--- src/rtl/eirq_pkg.sv ---
package eirq_pkg;

    localparam int VEC_W = 6;

    typedef enum logic [1:0] {
        TRIG_RISE = 2'd0,
        TRIG_FALL = 2'd1,
        TRIG_HIGH = 2'd2
    } trig_e;

    typedef struct packed {
        logic             mode_we;
        logic             clr_we;
        logic [VEC_W-1:0] code;
    } wr_req_t;

    function automatic trig_e trig_of(input logic fall, input logic level);
        if (level)
            return TRIG_HIGH;
        else if (fall)
            return TRIG_FALL;
        return TRIG_RISE;
    endfunction

    function automatic logic trig_hit(input trig_e t, input logic prev, input logic cur);
        case (t)
            TRIG_HIGH: return cur;
            TRIG_FALL: return prev & ~cur;
            default:   return ~prev & cur;
        endcase
    endfunction

    function automatic logic nmi_hit(input logic both, input logic prev, input logic cur);
        return (prev & ~cur) | (both & ~prev & cur);
    endfunction

endpackage

--- src/rtl/eirq_cfg.sv ---
module eirq_cfg
    import eirq_pkg::*;
#(
    parameter int              NUM_PINS  = 4,
    parameter int              ADDR_W    = 8,
    parameter int              DATA_W    = 8,
    parameter logic [ADDR_W-1:0] MODE_ADDR = 8'h8C,
    parameter logic [ADDR_W-1:0] CLR_ADDR  = 8'h88,
    parameter logic [VEC_W-1:0]  VEC_BASE  = 6'h0A,
    parameter logic [VEC_W-1:0]  NMI_VEC   = 6'h02
) (
    input  logic                  clk,
    input  logic                  rst,
    input  logic                  wr_en_i,
    input  logic [ADDR_W-1:0]     wr_addr_i,
    input  logic [DATA_W-1:0]     wr_data_i,
    output trig_e [NUM_PINS-1:0]  trig_o,
    output logic                  nmi_both_o,
    output logic [NUM_PINS-1:0]   pin_clr_o,
    output logic                  nmi_clr_o
);

    localparam int MODE_W  = NUM_PINS + 2;
    localparam int POL_LSB = 2;

    wr_req_t           req;
    logic [MODE_W-1:0] mode_q;
    logic              unused_hi_bits;

    assign unused_hi_bits = ^wr_data_i[DATA_W-1:MODE_W];

    always_comb begin
        req.mode_we = wr_en_i && (wr_addr_i == MODE_ADDR);
        req.clr_we  = wr_en_i && (wr_addr_i == CLR_ADDR);
        req.code    = wr_data_i[VEC_W-1:0];
    end

    always_ff @(posedge clk) begin
        if (rst)
            mode_q <= '0;
        else if (req.mode_we)
            mode_q <= wr_data_i[MODE_W-1:0];
    end

    assign nmi_both_o = mode_q[0];

    for (genvar k = 0; k < NUM_PINS; k++) begin : g_pin
        localparam logic [VEC_W-1:0] PIN_VEC = VEC_W'(int'(VEC_BASE) + k);
        if (k == 0) begin : g_lvl
            assign trig_o[k] = trig_of(mode_q[POL_LSB + k], mode_q[1]);
        end else begin : g_edge
            assign trig_o[k] = trig_of(mode_q[POL_LSB + k], 1'b0);
        end
        assign pin_clr_o[k] = req.clr_we && (req.code == PIN_VEC);
    end

    assign nmi_clr_o = req.clr_we && (req.code == NMI_VEC);


    mode_hold_chk: assert property (@(posedge clk) disable iff (rst)
        !(wr_en_i && wr_addr_i == MODE_ADDR) |=> $stable(mode_q));


    clr_single_chk: assert property (@(posedge clk) disable iff (rst)
        $countones({pin_clr_o, nmi_clr_o}) <= 1);

endmodule

--- src/rtl/eirq_pin_cell.sv ---
module eirq_pin_cell
    import eirq_pkg::*;
#(
    parameter bit LEVEL_OK = 1'b0
) (
    input  logic  clk,
    input  logic  rst,
    input  logic  pin_i,
    input  trig_e trig_i,
    input  logic  clr_i,
    output logic  flag_o
);

    trig_e eff_trig;
    logic  prev_q;
    logic  set_w;

    if (LEVEL_OK) begin : g_lvl
        assign eff_trig = trig_i;
    end else begin : g_edge
        assign eff_trig = (trig_i == TRIG_HIGH) ? TRIG_RISE : trig_i;
    end

    assign set_w = trig_hit(eff_trig, prev_q, pin_i);

    always_ff @(posedge clk) begin
        if (rst) begin
            prev_q <= 1'b0;
            flag_o <= 1'b0;
        end else begin
            prev_q <= pin_i;
            if (set_w)
                flag_o <= 1'b1;
            else if (clr_i)
                flag_o <= 1'b0;
        end
    end


    flag_hold_chk: assert property (@(posedge clk) disable iff (rst)
        (flag_o && !clr_i) |=> flag_o);


    set_wins_chk: assert property (@(posedge clk) disable iff (rst)
        (clr_i && set_w) |=> flag_o);


    fall_on_clr_chk: assert property (@(posedge clk) disable iff (rst)
        $fell(flag_o) |-> $past(clr_i));


    rise_only_chk: assert property (@(posedge clk) disable iff (rst)
        (trig_i == TRIG_RISE && !flag_o && !(pin_i && !prev_q)) |=> !flag_o);


    fall_only_chk: assert property (@(posedge clk) disable iff (rst)
        (trig_i == TRIG_FALL && !flag_o && !(!pin_i && prev_q)) |=> !flag_o);


    level_hold_chk: assert property (@(posedge clk) disable iff (rst)
        (LEVEL_OK && trig_i == TRIG_HIGH && pin_i) |=> flag_o);

endmodule

--- src/rtl/eirq_nmi_cell.sv ---
module eirq_nmi_cell
    import eirq_pkg::*;
(
    input  logic clk,
    input  logic rst,
    input  logic nmi_i,
    input  logic both_i,
    input  logic clr_i,
    output logic flag_o
);

    logic prev_q;
    logic set_w;

    assign set_w = nmi_hit(both_i, prev_q, nmi_i);

    always_ff @(posedge clk) begin
        if (rst) begin
            prev_q <= 1'b1;
            flag_o <= 1'b0;
        end else begin
            prev_q <= nmi_i;
            if (set_w)
                flag_o <= 1'b1;
            else if (clr_i)
                flag_o <= 1'b0;
        end
    end


    nmi_fall_set_chk: assert property (@(posedge clk) disable iff (rst)
        (prev_q && !nmi_i) |=> flag_o);


    nmi_rise_ignored_chk: assert property (@(posedge clk) disable iff (rst)
        (!both_i && !flag_o && !(prev_q && !nmi_i)) |=> !flag_o);


    nmi_hold_chk: assert property (@(posedge clk) disable iff (rst)
        (flag_o && !clr_i) |=> flag_o);

endmodule

--- src/rtl/eirq_detector.sv ---
module eirq_detector
    import eirq_pkg::*;
#(
    parameter int NUM_PINS = 4,
    parameter int ADDR_W   = 8,
    parameter int DATA_W   = 8
) (
    input  logic                clk,
    input  logic                rst,
    input  logic [NUM_PINS-1:0] pin_i,
    input  logic                nmi_i,
    input  logic                wr_en_i,
    input  logic [ADDR_W-1:0]   wr_addr_i,
    input  logic [DATA_W-1:0]   wr_data_i,
    output logic [NUM_PINS-1:0] req_o,
    output logic                nmi_req_o
);

    trig_e [NUM_PINS-1:0] trig;
    logic  [NUM_PINS-1:0] pin_clr;
    logic                 nmi_both;
    logic                 nmi_clr;

    eirq_cfg #(
        .NUM_PINS (NUM_PINS),
        .ADDR_W   (ADDR_W),
        .DATA_W   (DATA_W)
    ) cfg_i (
        .clk        (clk),
        .rst        (rst),
        .wr_en_i    (wr_en_i),
        .wr_addr_i  (wr_addr_i),
        .wr_data_i  (wr_data_i),
        .trig_o     (trig),
        .nmi_both_o (nmi_both),
        .pin_clr_o  (pin_clr),
        .nmi_clr_o  (nmi_clr)
    );

    for (genvar k = 0; k < NUM_PINS; k++) begin : g_cell
        eirq_pin_cell #(
            .LEVEL_OK (k == 0)
        ) cell_i (
            .clk    (clk),
            .rst    (rst),
            .pin_i  (pin_i[k]),
            .trig_i (trig[k]),
            .clr_i  (pin_clr[k]),
            .flag_o (req_o[k])
        );
    end

    eirq_nmi_cell nmi_i_cell (
        .clk    (clk),
        .rst    (rst),
        .nmi_i  (nmi_i),
        .both_i (nmi_both),
        .clr_i  (nmi_clr),
        .flag_o (nmi_req_o)
    );


    rst_clear_chk: assert property (@(posedge clk)
        rst |=> (req_o == '0 && !nmi_req_o));

endmodule

--- config.mk ---
export PLATFORM = sky130hd
export DESIGN_NAME = eirq_detector
export DESIGN_NICKNAME = d
export VERILOG_FILES = /design/src/rtl/eirq_pkg.sv /design/src/rtl/eirq_cfg.sv /design/src/rtl/eirq_pin_cell.sv /design/src/rtl/eirq_nmi_cell.sv /design/src/rtl/eirq_detector.sv
export SDC_FILE = /design/constraint.sdc
export NUM_CORES = 1
export LEC_CHECK = 0
export ABC_AREA = 1
export ABC_CLOCK_PERIOD_IN_PS = 1200
export BUFFER_PORTS_ARGS = -buffer_cell sky130_fd_sc_hd__buf_2
export CORE_MARGIN = 2
export CORE_UTILIZATION = 37
export DETAILED_ROUTE_END_ITERATION = 16
export GPL_TIMING_DRIVEN = 0
export HOLD_SLACK_MARGIN = 0.05
export PLACE_DENSITY_LB_ADDON = 0.12
export RECOVER_POWER = 100
export SETUP_SLACK_MARGIN = 0.1
export SYNTH_ARGS = -nofsm -noshare
export SYNTH_HDL_FRONTEND = slang
export SYNTH_SLANG_ARGS = --single-unit
--- constraint.sdc ---
create_clock -name clk -period 1.2 [get_ports clk]
set_clock_uncertainty 0.15 [all_clocks]
set_input_delay 0.06 -clock clk [delete_from_list [all_inputs] [get_ports clk]]
set_output_delay 0.06 -clock clk [all_outputs]
set_load 0.01 [all_outputs]
# == Word level (Yosys, flattened, before mapping) ==
# Cells that the tools add are included.
# word_totals
mem_bits_ro,0
output_inout_bits,5
elab_cells,94
ff_bits,16
latchBits,0
memories,0
ram_bits,0
# op_classes
magnitude_cmp,0
n_mux,31
n_shift,0
n_reduce_logical,12
n_eq_ne,18
mul,0
n_div,0
n_bitwise,22
n_addsub,0
# ops
cell,n
"6-bit by 4-bit == test with 1-bit output, second input constant",4
2-bit 2-to-1 mux,12
"8-bit == test, second input constant",2
1-bit 2-to-1 mux,15
"2-bit == test, second input constant",7
1-bit AND,11
1-bit inverter,10
2-bit nonzero test,5
"2-bit by 1-bit == test with 1-bit output, second input constant",4
1-bit one-hot mux with 2 select lines,4
1-bit logical AND,7
"6-bit by 2-bit == test with 1-bit output, second input constant",1
1-bit bitwise OR,1

# == Longest topological paths before layout ==
# depth
word_depth,7
mapped_depth,7

# == Modules after synthesis ==
# Synthesis repeated with hierarchy kept, for this count alone.
# unflattened
hier_cells,170
hier_area_um2,1052.3
# modules_own_cells
module,cells_per_inst,instances,area_per_inst_um2,seq_area_each_um2
eirq_cfg,82,1,469.2,120.1
eirq_pin_cell at g_cell[1].cell_i ...,19,3,121.4,40.0
eirq_pin_cell at g_cell[0].cell_i,18,1,132.6,40.0
eirq_nmi_cell,13,1,86.3,40.0

# == Worst setup path after synthesis ==
# No wires, ideal clock.
# synth_path
path_kind,register to register
startpoint,register g_cell[1].cell_i.prev_q
endpoint,register g_cell[1].cell_i.flag_o
path_stages_with_launch,5
path_slack_ps,230
arrival_ps,750
t_required_ps,980
cell_sequence,dfxtp_1 -> or2_1 -> o21ai_1 -> inv_1 -> a21oi_1
# synth_between
elab_chain_len,4
elab_cells_between_ends,6
classes_between,mux: 2; bitwise: 3; reduce/logical: 1
# synth_lines
element,line_no,source
"start, declared",eirq_pin_cell.sv:15,logic prev_q;
"start signal, assigned",eirq_pin_cell.sv:31,prev_q <= pin_i;
1-bit inverter,eirq_pkg.sv:29,default: return ~prev & cur;
1-bit AND,eirq_pkg.sv:29,
1-bit one-hot mux with 2 select lines (*),eirq_pkg.sv:26,case (t)
1-bit 2-to-1 mux / 2-bit nonzero test (equally long branches),-,
"end signal, assigned",eirq_pin_cell.sv:29,flag_o <= 1'b0;
"end signal, assigned",eirq_pin_cell.sv:33,flag_o <= 1'b1;
"end signal, assigned",eirq_pin_cell.sv:35,flag_o <= 1'b0;
"end, declared",eirq_pin_cell.sv:11,output logic flag_o
# Every way passes the cells marked *; elsewhere a longest branch is shown, timed or not.
# A chain may end at the register's enable or synchronous reset.

# == Worst setup path in the final report ==
# layout_path
startpoint,register g_cell[0].cell_i.flag_o
endpoint,output req_o[0]
# layout_rtl
element,line_no,source
"start, declared",eirq_pin_cell.sv:11,
"start signal, assigned",eirq_pin_cell.sv:29,
"start signal, assigned",eirq_pin_cell.sv:33,
"start signal, assigned",eirq_pin_cell.sv:35,
"end, declared",eirq_detector.sv:15,"output logic [NUM_PINS-1:0] req_o,"
# No word-level cell between the ends.

==> summary.md <==
| Metric | Value |
|---|---|
| Outcome | `finished, violations left` |
| Failing checks | `hold timing` |
| CP startpoint kind | `flop` |
| Dpl cell area | `953 µm²` |
| Share of layout cells above drive strength 1 | `0.258` |
| Skew-Pair Late Insertion Delay | `0.29 ns` |
| Syn nets | `around 140` |
| Post-layout util | `0.570` |
| Worst Setup Slack, final | `approximately 0.14 ns` |
| Via density per instance | `4.59` |
| Crit end category | `output port` |
| HPWL Detailed | `1250 µm` |
| Antenna diode count | `0` |
| Register area share after synthesis | `0.403` |
| Fillers | `204` |
| IO Count | `29` |
| Die ar. | `approximately 0.0025 mm²` |
| Achievable Freq | `about 940 MHz` |
| All-layer global routing usage | `0.177` |
| Synth top cells by count | `nand2_1, nor2_1, dfxtp_1` |
| Starting DRT DRC Count | `4` |
| CP arrival | `0.85 ns` |
| WS Path Type | `reg2out` |
| Mux cell area share after synthesis | `0` |
| Hold_ws | `-0.0151 ns` |
| Setup TNS | `0 ns` |
| Initial antenna violation count | `0` |
| CP peak stage delay | `0.32 ns` |
| Fin. Hold Viols | `1` |
| Max Buffers Root-to-Sink | `2` |
| Tmin final | `1.06 ns` |
| Synth area leader | `dfxtp_1` |
| Mapped Cells | `114` |
| Die Wd | `between 50 and 60 µm` |
| Flops & latches, synth | `16` |
| WL/cell | `10.5 µm` |
| First-pass GRT wire length | `3410 µm` |
| Synth Warn # | `0` |
| CTS tree | `built` |
| Crit path max fanout | `2` |
| Syn Std Cell Area | `795 µm²` |
| Power Density | `986 mW/mm²` |
| Main synth FF type | `dfxtp_1` |
| Final setup fails | `0` |
| Dpl cells | `approximately 170` |
| Port Buffers | `25` |
| Overall power | `around 1.1 mW` |
| CP cell instances | `buf_4, buf_6` |
| # DRC | `0` |
| CTS sink cnt | `16` |
| Final WL | `around 1900 µm` |
| Rel. slew slack | `0.792` |
| Post-synthesis async set-or-reset flop share | `0` |
| Global route overflow | `0` |
| Std-Cell Rows | `16` |
| Compound-cell area share of the yosys netlist | `0.104` |
| Slowest CP cell | `dfxtp_1` |
| Maxcap violations | `0` |
| Routability cong. | `0.831` |
| DR vias | `approximately 840` |
| Vias in the first global route | `841` |
| WP buf/inv | `2` |
| Cell variety after synth | `18` |
| Nets | `180` |
| RSZ-0062 raised after global routing | `yes` |
| Dominant cells by area after synthesis | `dfxtp_1, nand2_1, nor2_1` |
| Starting density of the core | `0.397` |
| H-Tree Depth | `1` |
| DR pass1 iterations | `4` |
| Simple-Gate Fraction of Synth Area | `0.372` |
| Final non-filler cell total | `182` |
| CTS buffer count | `3` |
| Die height | `50.3 µm` |
| Worst VDD drop | `0.614 mV` |
| Post-synth EDFFs | `0` |
| Final ANT Viol Nets | `0` |
| Post-Synth XOR/XNOR Area | `0` |
| Crit share post-route | `0.885` |
| Synthesized area per cell | `6.97 µm²` |
| Hold Path Class | `in2reg` |
| Clk slew on worst S/H paths | `0.10 ns` |
| Slew @ Worst Pin | `0.310 ns` |
| Design area | `around 0.0011 mm²` |
| Place WS | `0.0765 ns` |
| Core area | `approximately 0.002 mm²` |
| CTS root buffer | `clkbuf_4` |
| Pin count of the biggest net entering global routing | `10` |
| Slew Viols, Final | `0` |
| CP top delay family | `flip-flops` |
| Post-synth top area share | `0.403` |
| Leakage | `0.511 nW` |
| Most frequent cell after synthesis | `nand2_1` |
| Adder-cell area share of the yosys netlist | `0` |
| Combinational family with the most area after synthesis | `simple AND/OR/NAND/NOR gates` |
| P&R area growth vs syn | `43.6%` |
| Worst path required time | `0.99 ns` |
## logic make-up after synthesis
logic type,Yosys count
AOI/OAI and AO/OA,16
buffers and inverters,21
DFF,16
and+or+nand+nor,61
## worst reg2reg max path: cells and delay by family, from the launching register on
kind	cells	cell delay [ns]
AND/OR/NAND/NOR	1	0.21
flip-flops	1	0.31
AO/OA/AOI/OAI	2	0.26
buffers and inverters	1	0.05
## final cells by class
cell class / instances / area [µm²] / share of cell area
multi-input cells: 77 / 382 / 0.334
flip-flops and latches: 16 / 322 / 0.282
repair buffers: 40 / 294 / 0.258
inverters: 16 / 61.3 / 0.0537
clock buffers: 4 / 36.3 / 0.0318
well taps: 27 / 33.8 / 0.0296
plain buffers: 2 / 12.5 / 0.0110
## repair_timing
item	4_1_cts	5_1_grt
buffers inserted	0	0
hold buffers	14	2
hold endpoints to repair	16	3
gates resized for setup	0	10
endpoints found under the setup margin	0	9
## power breakdown
| part | switching, mW | leakage, nW | internal (mW) | total [mW] |
|---|---|---|---|---|
| sequential | 0.0117 | 0.132 | 0.554 | 0.565 |
| combinational | 0.0894 | 0.358 | 0.105 | 0.195 |
| clock | 0.181 | 0.0210 | 0.185 | 0.366 |
| total | 0.282 | 0.511 | 0.844 | 1.13 |
## registers in the layout, indices dropped and copies added, names as in the netlist
signal                flops
g_cell.cell_i.flag_o      4
cfg_i.mode_q              6
nmi_i_cell.flag_o         1
g_cell.cell_i.prev_q      4
nmi_i_cell.prev_q         1
## worst paths after layout
check | from | end | slack, ns | cells past startpoint
hold reg to reg | nmi_i_cell.flag_o | nmi_i_cell.flag_o | 0.32 | 2
setup reg to reg | g_cell[3].cell_i.prev_q | g_cell[3].cell_i.flag_o | 0.15 | 4
hold / removal | pin_i[2] | g_cell[2].cell_i.flag_o | -0.02 | 6
setup / recovery | g_cell[0].cell_i.flag_o | req_o[0] | 0.14 | 2
## per-layer routing
layer,up-vias,share of wire,global-route usage
met4,0,0.025,0.0946
met1,364,0.45,0.215
met2,24,0.46,0.287
met5,-,0,0
met3,5,0.066,0.0417
li1,442,-,-
## layout by cell type, fill, tap and decap left out, drive strengths merged
| cell | n |
|---|---|
| o211ai | 1 |
| buf | 22 |
| dlygate4sd3 | 15 |
| nor2 | 23 |
| nand3 | 7 |
| clkbuf | 9 |
| inv | 15 |
| clkinv | 1 |
| nand2 | 22 |
| a21oi | 6 |
| o21ai | 9 |
| nor3 | 6 |
| dfxtp | 16 |
| or2 | 3 |
No activity file was read; power rests on OpenSTA's default activity.
